### src/rtl/wordRecPkg.sv
package wordRecPkg;

  typedef enum logic [3:0] {
    ST_IDLE, ST_B, ST_BO, ST_BOR, ST_BV, ST_C, ST_CA,
    ST_HIT_T, ST_HIT_R, ST_HIT_G, ST_FAIL
  } stateT;

  typedef enum logic [3:0] {
    LT_A, LT_B, LT_C, LT_E, LT_G, LT_I, LT_O, LT_R, LT_T, LT_NONE
  } letterT;

  localparam int NUM_LETTERS = 9;

  // ASCII code of the letter with index idx in letterT order
  function automatic logic [7:0] letterAscii(input int idx);
    case (idx)
      0: return 8'h61;  // a
      1: return 8'h62;  // b
      2: return 8'h63;  // c
      3: return 8'h65;  // e
      4: return 8'h67;  // g
      5: return 8'h69;  // i
      6: return 8'h6F;  // o
      7: return 8'h72;  // r
      8: return 8'h74;  // t
      default: return 8'h00;
    endcase
  endfunction

  // strobes from control to datapath
  typedef struct packed {
    logic decide;
    logic hit;
  } strobeT;

endpackage

### src/rtl/wordRecDatapath.sv
module wordRecDatapath
  import wordRecPkg::*;
#(
  parameter int CHAR_W = 8
) (
  input  logic              clk,
  input  logic              rst,
  input  logic [CHAR_W-1:0] charIn,
  input  strobeT            strobe,
  output letterT            letter,
  output logic              done,
  output logic              found
);

  logic [NUM_LETTERS-1:0] matchVec;

  genvar gi;
  generate
    for (gi = 0; gi < NUM_LETTERS; gi++) begin : g_match
      assign matchVec[gi] = (charIn == CHAR_W'(letterAscii(gi)));
    end
  endgenerate

  always_comb begin
    letter = LT_NONE;
    for (int i = 0; i < NUM_LETTERS; i++) begin
      if (matchVec[i]) letter = letterT'(4'(i));
    end
  end

  always_ff @(posedge clk) begin
    if (rst) begin
      done  <= 1'b0;
      found <= 1'b0;
    end else begin
      done  <= strobe.decide;
      found <= strobe.hit;
    end
  end

endmodule

### src/rtl/wordRecControl.sv
module wordRecControl
  import wordRecPkg::*;
(
  input  logic   clk,
  input  logic   rst,
  input  logic   charValid,
  input  letterT letter,
  output strobeT strobe
);

  stateT state, nextState;

  always_comb begin
    nextState = state;
    if (charValid) begin
      nextState = ST_FAIL;  // default: reject
      case (state)
        ST_IDLE, ST_HIT_T, ST_HIT_R, ST_HIT_G, ST_FAIL: begin
          if (letter == LT_B)      nextState = ST_B;
          else if (letter == LT_C) nextState = ST_C;
        end
        ST_B: begin
          if (letter == LT_O) nextState = ST_BO;
          else if (letter == LT_A || letter == LT_E || letter == LT_I)
            nextState = ST_BV;
        end
        ST_BO: begin
          if (letter == LT_T)      nextState = ST_HIT_T;
          else if (letter == LT_R) nextState = ST_BOR;
        end
        ST_BOR: if (letter == LT_G) nextState = ST_HIT_G;
        ST_BV:  if (letter == LT_T) nextState = ST_HIT_T;
        ST_C:   if (letter == LT_A) nextState = ST_CA;
        ST_CA: begin
          if (letter == LT_R)      nextState = ST_HIT_R;
          else if (letter == LT_T) nextState = ST_HIT_T;
        end
        default: nextState = ST_FAIL;
      endcase
    end
  end

  // output strobes decoded from the next state
  always_comb begin
    strobe.decide = 1'b0;
    strobe.hit    = 1'b0;
    if (charValid) begin
      case (nextState)
        ST_HIT_T, ST_HIT_R, ST_HIT_G: begin
          strobe.decide = 1'b1;
          strobe.hit    = 1'b1;
        end
        ST_FAIL: strobe.decide = 1'b1;
        default: ;
      endcase
    end
  end

  always_ff @(posedge clk) begin
    if (rst) state <= ST_IDLE;
    else     state <= nextState;
  end

endmodule

### src/rtl/wordRecognizer.sv
module wordRecognizer
  import wordRecPkg::*;
#(
  parameter int CHAR_W = 8
) (
  input  logic              clk,
  input  logic              rst,
  input  logic              charValid,
  input  logic [CHAR_W-1:0] charIn,
  output logic              done,
  output logic              found
);

  strobeT strobe;
  letterT letter;

  wordRecControl u_ctrl (
    .clk       (clk),
    .rst       (rst),
    .charValid (charValid),
    .letter    (letter),
    .strobe    (strobe)
  );

  wordRecDatapath #(.CHAR_W(CHAR_W)) u_dp (
    .clk    (clk),
    .rst    (rst),
    .charIn (charIn),
    .strobe (strobe),
    .letter (letter),
    .done   (done),
    .found  (found)
  );

endmodule

### config.mk
export PLATFORM = sky130hd
export DESIGN_NAME = wordRecognizer
export DESIGN_NICKNAME = d
export VERILOG_FILES = /design/src/rtl/wordRecPkg.sv /design/src/rtl/wordRecDatapath.sv /design/src/rtl/wordRecControl.sv /design/src/rtl/wordRecognizer.sv
export SDC_FILE = /design/constraint.sdc
export NUM_CORES = 1
export LEC_CHECK = 0
export BUFFER_PORTS_ARGS = -buffer_cell sky130_fd_sc_hd__buf_2
export CAP_MARGIN = 20
export CELL_PAD_IN_SITES_DETAIL_PLACEMENT = 0
export CELL_PAD_IN_SITES_GLOBAL_PLACEMENT = 2
export CORE_MARGIN = 3
export CORE_UTILIZATION = 32
export DETAILED_ROUTE_END_ITERATION = 8
export PLACE_DENSITY = 0.79
export SLEW_MARGIN = 20
export SYNTH_ARGS = -nofsm -noshare
export SYNTH_HDL_FRONTEND = slang
export SYNTH_SLANG_ARGS = --single-unit
### constraint.sdc
create_clock -name clk -period 4.4 [get_ports clk]
set_input_delay 0.44 -clock clk [delete_from_list [all_inputs] [get_ports clk]]
set_output_delay 0.44 -clock clk [all_outputs]
set_load 0.02 [all_outputs]
# Word-level counts from Yosys, hierarchy flattened
# Index checks and enable logic that the tools add are counted.
dict set report totals {
  latch_bits 0
  regBits 6
  mem_bits_ro 0
  out_inout_bits 2
  ram_bits 0
  mem_count 0
  in_bits 11
}
dict set report op_classes {
  n_eq_ne 31
  div 0
  n_mul 0
  bitwise_logic 1
  muxes 23
  n_addsub 0
  shifts 0
  n_reduce_logical 8
  order_cmp 0
}
# operator n
set ops {}
lappend ops {{4-bit 2-to-1 mux} 19}
lappend ops {{8-bit by 7-bit equality test with 1-bit output (second input constant)} 9}
lappend ops {{4-bit by 3-bit equality test with 1-bit output (second input constant)} 9}
lappend ops {{4-bit equality test (second input constant)} 7}
lappend ops {{4-bit one-hot mux with 7 select lines} 1}
lappend ops {{4-bit by 2-bit equality test with 1-bit output (second input constant)} 4}
lappend ops {{4-bit by 1-bit equality test with 1-bit output (second input constant)} 2}
lappend ops {{4-bit zero test} 2}
lappend ops {{5-bit OR reduction} 1}
lappend ops {{4-bit OR reduction} 1}
lappend ops {{3-bit OR reduction} 1}
lappend ops {{1-bit logical OR} 2}
lappend ops {{1-bit 2-to-1 mux} 2}
lappend ops {{2-bit 2-to-1 mux} 1}
lappend ops {{2-bit OR reduction} 1}
lappend ops {{1-bit NOT} 1}

# Logic depth before layout (Yosys ltp)
dict set report logic_depth {
  ltp_word 20
  depth_mapped 7
  ltp_nobuf 6
}

# Hierarchy
# From an unflattened synthesis, not the netlist that was laid out.
dict set report unflattened {
  hier_cells 116
  hier_area_um2 889.6
}
# mod cells_per_inst seq_area_each_um2 instances area_each_um2
set modules_own_cells {}
lappend modules_own_cells {wordRecControl 92 80.1 1 676.9}
lappend modules_own_cells {wordRecDatapath 24 40.0 1 212.7}

# Worst setup path before layout
# No wires, ideal clock.
dict set report synth_path {
  path_kind {in2reg}
  startpoint {in charIn[2]}
  endpoint {reg u_dp.found}
  setup_slack_ps 2525
  arrival_ps 1786
  path_buffers 1
  setup_time_ps 88
  cell_stages 6
  required_ps 4312
  cell_sequence {clkbuf_1 > nand2b_1 > or4_4 > a211oi_2 > o2bb2ai_2 > o32ai_2}
}
dict set report synth_between {
  elab_chain_len 20
  word_cells_on_any_way 46
  cone_classes {eq/ne (20); mux (22); reduce/logical (4)}
}
# item line_no
set synth_lines {}
lappend synth_lines {{start: declaration} wordRecognizer.sv:9} ;# input logic [CHAR_W-1:0] charIn,
lappend synth_lines {{8-bit by 7-bit equality test with 1-bit output} wordRecDatapath.sv:20} ;# assign matchVec[gi] = (charIn == CHAR_W'(letterAscii(gi)));
lappend synth_lines {{4-bit 2-to-1 mux (8 in series)} wordRecDatapath.sv:27} ;# if (matchVec[i]) letter = letterT'(4'(i));
lappend synth_lines {{4-bit 2-to-1 mux *} wordRecDatapath.sv:27}
lappend synth_lines {{4-bit by 2-bit equality test with 1-bit output / 4-bit zero test (equally long branches)} {wordRecControl.sv:24, wordRecControl.sv:33}}
lappend synth_lines {{1-bit logical OR (2 in series)} wordRecControl.sv:24} ;# else if (letter == LT_A || letter == LT_E || letter == LT_I)
lappend synth_lines {{4-bit 2-to-1 mux} wordRecControl.sv:24}
lappend synth_lines {{4-bit 2-to-1 mux} wordRecControl.sv:23} ;# if (letter == LT_O) nextState = ST_BO;
lappend synth_lines {{4-bit one-hot mux with 7 select lines *} wordRecControl.sv:17} ;# case (state)
lappend synth_lines {{4-bit 2-to-1 mux *} wordRecControl.sv:15} ;# if (charValid) begin
lappend synth_lines {{4-bit by 3-bit equality test with 1-bit output / 4-bit equality test (equally long branches)} wordRecControl.sv:48} ;# case (nextState)
lappend synth_lines {{3-bit OR reduction *} -}
lappend synth_lines {{1-bit 2-to-1 mux *} wordRecControl.sv:48}
lappend synth_lines {{end signal: assignment} wordRecDatapath.sv:37} ;# found <= strobe.hit;
lappend synth_lines {{end: declaration} wordRecDatapath.sv:12} ;# output logic found
# Every way passes the cells marked *; elsewhere a longest branch is shown, timed or not.
# A chain may end at the register's enable or synchronous reset.

# Worst setup path in the final report
dict set report layout_path {
  startpoint {reg u_ctrl.state[0]}
  endpoint {reg u_dp.found}
}
dict set report layout_between {
  elab_chain_len 7
  word_cells_on_any_way 19
  cone_classes {eq/ne (13); mux (3); reduce/logical (3)}
}
# item line_no
set layout_lines {}
lappend layout_lines {{start: declaration} wordRecControl.sv:11} ;# stateT state, nextState;
lappend layout_lines {{start signal: assignment} wordRecControl.sv:61} ;# else state <= nextState;
lappend layout_lines {{4-bit by 3-bit equality test with 1-bit output, or another cell as far along} wordRecControl.sv:17}
lappend layout_lines {{5-bit OR reduction} wordRecControl.sv:17}
lappend layout_lines {{4-bit one-hot mux with 7 select lines} wordRecControl.sv:17}
lappend layout_lines {{4-bit 2-to-1 mux *} wordRecControl.sv:15}
lappend layout_lines {{4-bit by 3-bit equality test with 1-bit output / 4-bit equality test (equally long branches)} wordRecControl.sv:48}
lappend layout_lines {{3-bit OR reduction *} -}
lappend layout_lines {{1-bit 2-to-1 mux *} wordRecControl.sv:48}
# Marked as above.

==> impl_metrics.py <==
metrics = {
    "logic_synthesis": {
        "synth_area_leaders": "dfxtp_1 (18%), nand2b_1 (5.6%), nand2_1 (5.0%)",
        "synth_enable_flop_cells": 0,
        "synth.net_count": 96,
        "syn_area_um2": 669,
        "yosysWarnings": 0,
        "synth-seq-cells": 6,
        "syn_inst": 85,
        "synthDistinctLibCells": 43,
        "synth_ff_type": "dfxtp_1",
        "yosys.area.top_type_share": 0.179,
        "yosysTopAreaCell": "dfxtp_1",
        "syn_avg_cell_area_um2": 7.88,
        "async_reset_ff_frac": 0,
        "ys_seq_area_frac": 0.179,
    },
    "critical_path": {
        "crit_arrival_ns": 2.09,
        "worst-setup-path-type": "reg -> reg",
        "critical_path_required_ns": 4.55,
        "ff2ff_path_depth": 6,
        "cp-end-kind": "register",
        "cp_max_fo": 11,
        "r2r_slack_ns": 2.46,
        "crit_path_start_kind": "register",
    },
    "route": {
        "vias_per_cell": 5.78,
        "antenna_left": 0,
        "drc_errors": 0,
        "dr.first_iter.drc_count": 10,
        "first_pass_iters": 4,
        "wl_per_cell_um": 13.3,
        "via_count": 694,
        "totalWireLength_um": 1590,
    },
    "placement": {
        "hpwl_um": 1270,
        "placed_area_um2": 736,
        "place.gp.congestion": 0.821,
        "place_inst": 117,
        "io_buffers": 12,
    },
    "floorplanning": {
        "ios": 13,
        "core_mm2": 0.00184,
        "die-height_um": 51.7,
        "fp-row-count": 15,
        "initial_core_util": 0.364,
        "die_x_um": 51.7,
        "fp.dieArea_mm2": 0.00268,
    },
    "clock_tree": {
        "clockBufferDepth": 2,
        "cts_sinks": 6,
        "clockRootBuffer": "clkbuf_4",
        "cts_buffers": 3,
        "postCtsSetupBuffers": 0,
        "clk-insertion-delay-late_ns": 0.24,
        "htreeDepth": 1,
        "hold_buffers": 0,
        "ctsResizeCount": 0,
        "cts.clk_slew.worst_paths_ns": 0.04,
        "cts_tree": "yes",
    },
    "finish": {
        "final_cell_mix": "buf_2 (12), nand2_1 (9), nand2b_1 (6), nor2_1 (6), dfxtp_1 (6)",
        "nets": 108,
        "nFillCells": 223,
        "synthToLayoutAreaGrowth_pct": 13.3,
        "layout_commonest_cell": "buf_2",
        "final_area_um2": 758,
        "fin_cells": 120,
        "antenna_cells": 0,
        "drive_gt1_frac": 0.263,
    },
    "power": {
        "leakage_nw": 0.262,
        "ir_drop_v": 0.000155,
        "powerDensity_mw_per_mm2": 203,
    },
    "sta": {
        "fin_crit_sh": 0.441,
        "finalHoldViolations": 0,
        "tightest_slew_ns": 0.523,
        "setup_violations": 0,
        "clock_skew_ns": 0.00254,
        "maxSlewViolCount": 0,
        "tns_ns": 0,
        "slew_headroom": 0.647,
        "rsz0062_at_grt": "no",
        "max_freq_ghz": 0.515,
        "period_needed_ns": 1.94,
    },
    "job": {
        "cap_violations": 0,
    },
    "grt": {
        "grt_pass1_wl_um": 2910,
        "grt_pass1_vias": 643,
        "grt_max_degree": 17,
        "grt_overflow": 0,
        "grt_antenna_before_repair": 0,
        "grt_util_all_layers": 0.140,
    },
    "run_status": {
        "status": "completed",
    },
    "min_path": {
        "min_path_type": "in -> reg",
        "holdPathStages": 2,
    },
}
-- worst max-delay path, cell delays in order (launching register included) --
cell and delay, ns:
dfxtp_1 0.51, or3b_1 0.47, o211a_1 0.26, o211ai_1 0.11, a21oi_1 0.10, o311a_1 0.15, o32ai_2 0.26
-- cells by family after synthesis --
logic type                 Yosys count  share of synthesized area
buffers and inverters                6                     0.0430
AOI/OAI and AO/OA                   23                      0.288
adders and majority gates            1                     0.0150
DFF                                  6                      0.179
and+or+nand+nor                     49                      0.475
-- stage by stage --
stage | power (mW) | hold slack, ns | setup slack [ns] | utilization
after floorplan | 0.0933 | 0.509 | 2.53 | -
after global placement | 0.108 | 0.670 | 2.36 | 0.400
after detailed placement | 0.107 | 0.671 | 2.34 | 0.400
after CTS | 0.157 | 0.414 | 2.46 | 0.412
after global routing | 0.167 | 0.424 | 2.19 | 0.412
final | 0.154 | 0.423 | 2.46 | 0.412
-- power by group --
| part | switching [mW] | internal, mW | total [mW] |
|---|---|---|---|
| sequential | 0.00454 | 0.0576 | 0.0622 |
| combinational | 0.0241 | 0.0201 | 0.0442 |
| clock | 0.0169 | 0.0307 | 0.0476 |
| total | 0.0455 | 0.108 | 0.154 |
-- Yosys cell counts, types with 2 or more instances --
library cell / count
nor4_1: 5
o21ai_0: 4
nor2_1: 6
nand3_1: 2
nor3b_1: 2
a21oi_1: 2
nand2_1: 9
nand2b_1: 6
nor2b_1: 3
clkbuf_1: 2
a211oi_2: 2
nor3_1: 4
dfxtp_1: 6
a21o_1: 2
buf_2: 2
-- area by class of cell --
class	count	area [µm²]	share of cell area
Multi-Input combinational cell	73	520	0.686
Sequential cell	6	120	0.158
Timing Repair Buffer	12	60.1	0.0792
Tap cell	25	31.3	0.0413
Clock buffer	3	22.5	0.0297
Inverter	1	3.75	0.00495
-- final timing paths --
check | start | endpoint
worst max-delay path | u_ctrl.state[0] | u_dp.found
worst min-delay path | rst | u_ctrl.state[1]
worst max register to register | u_ctrl.state[0] | u_dp.found
worst min register to register | u_ctrl.state[0] | u_ctrl.state[0]
-- sequential cells by signal (all words and copies together) (netlist names) --
name	count
u_dp.done	1
u_ctrl.state	4
u_dp.found	1
-- layer usage --
layer | vias to the layer above | GRT usage | wire [µm]
met5 | - | 0 | 0
met3 | 0 | 0.0430 | 31
li1 | 353 | - | -
met4 | 0 | 0.00437 | 0
met2 | 9 | 0.203 | 724
met1 | 332 | 0.210 | 836
Power figures use the tool's default switching activity.
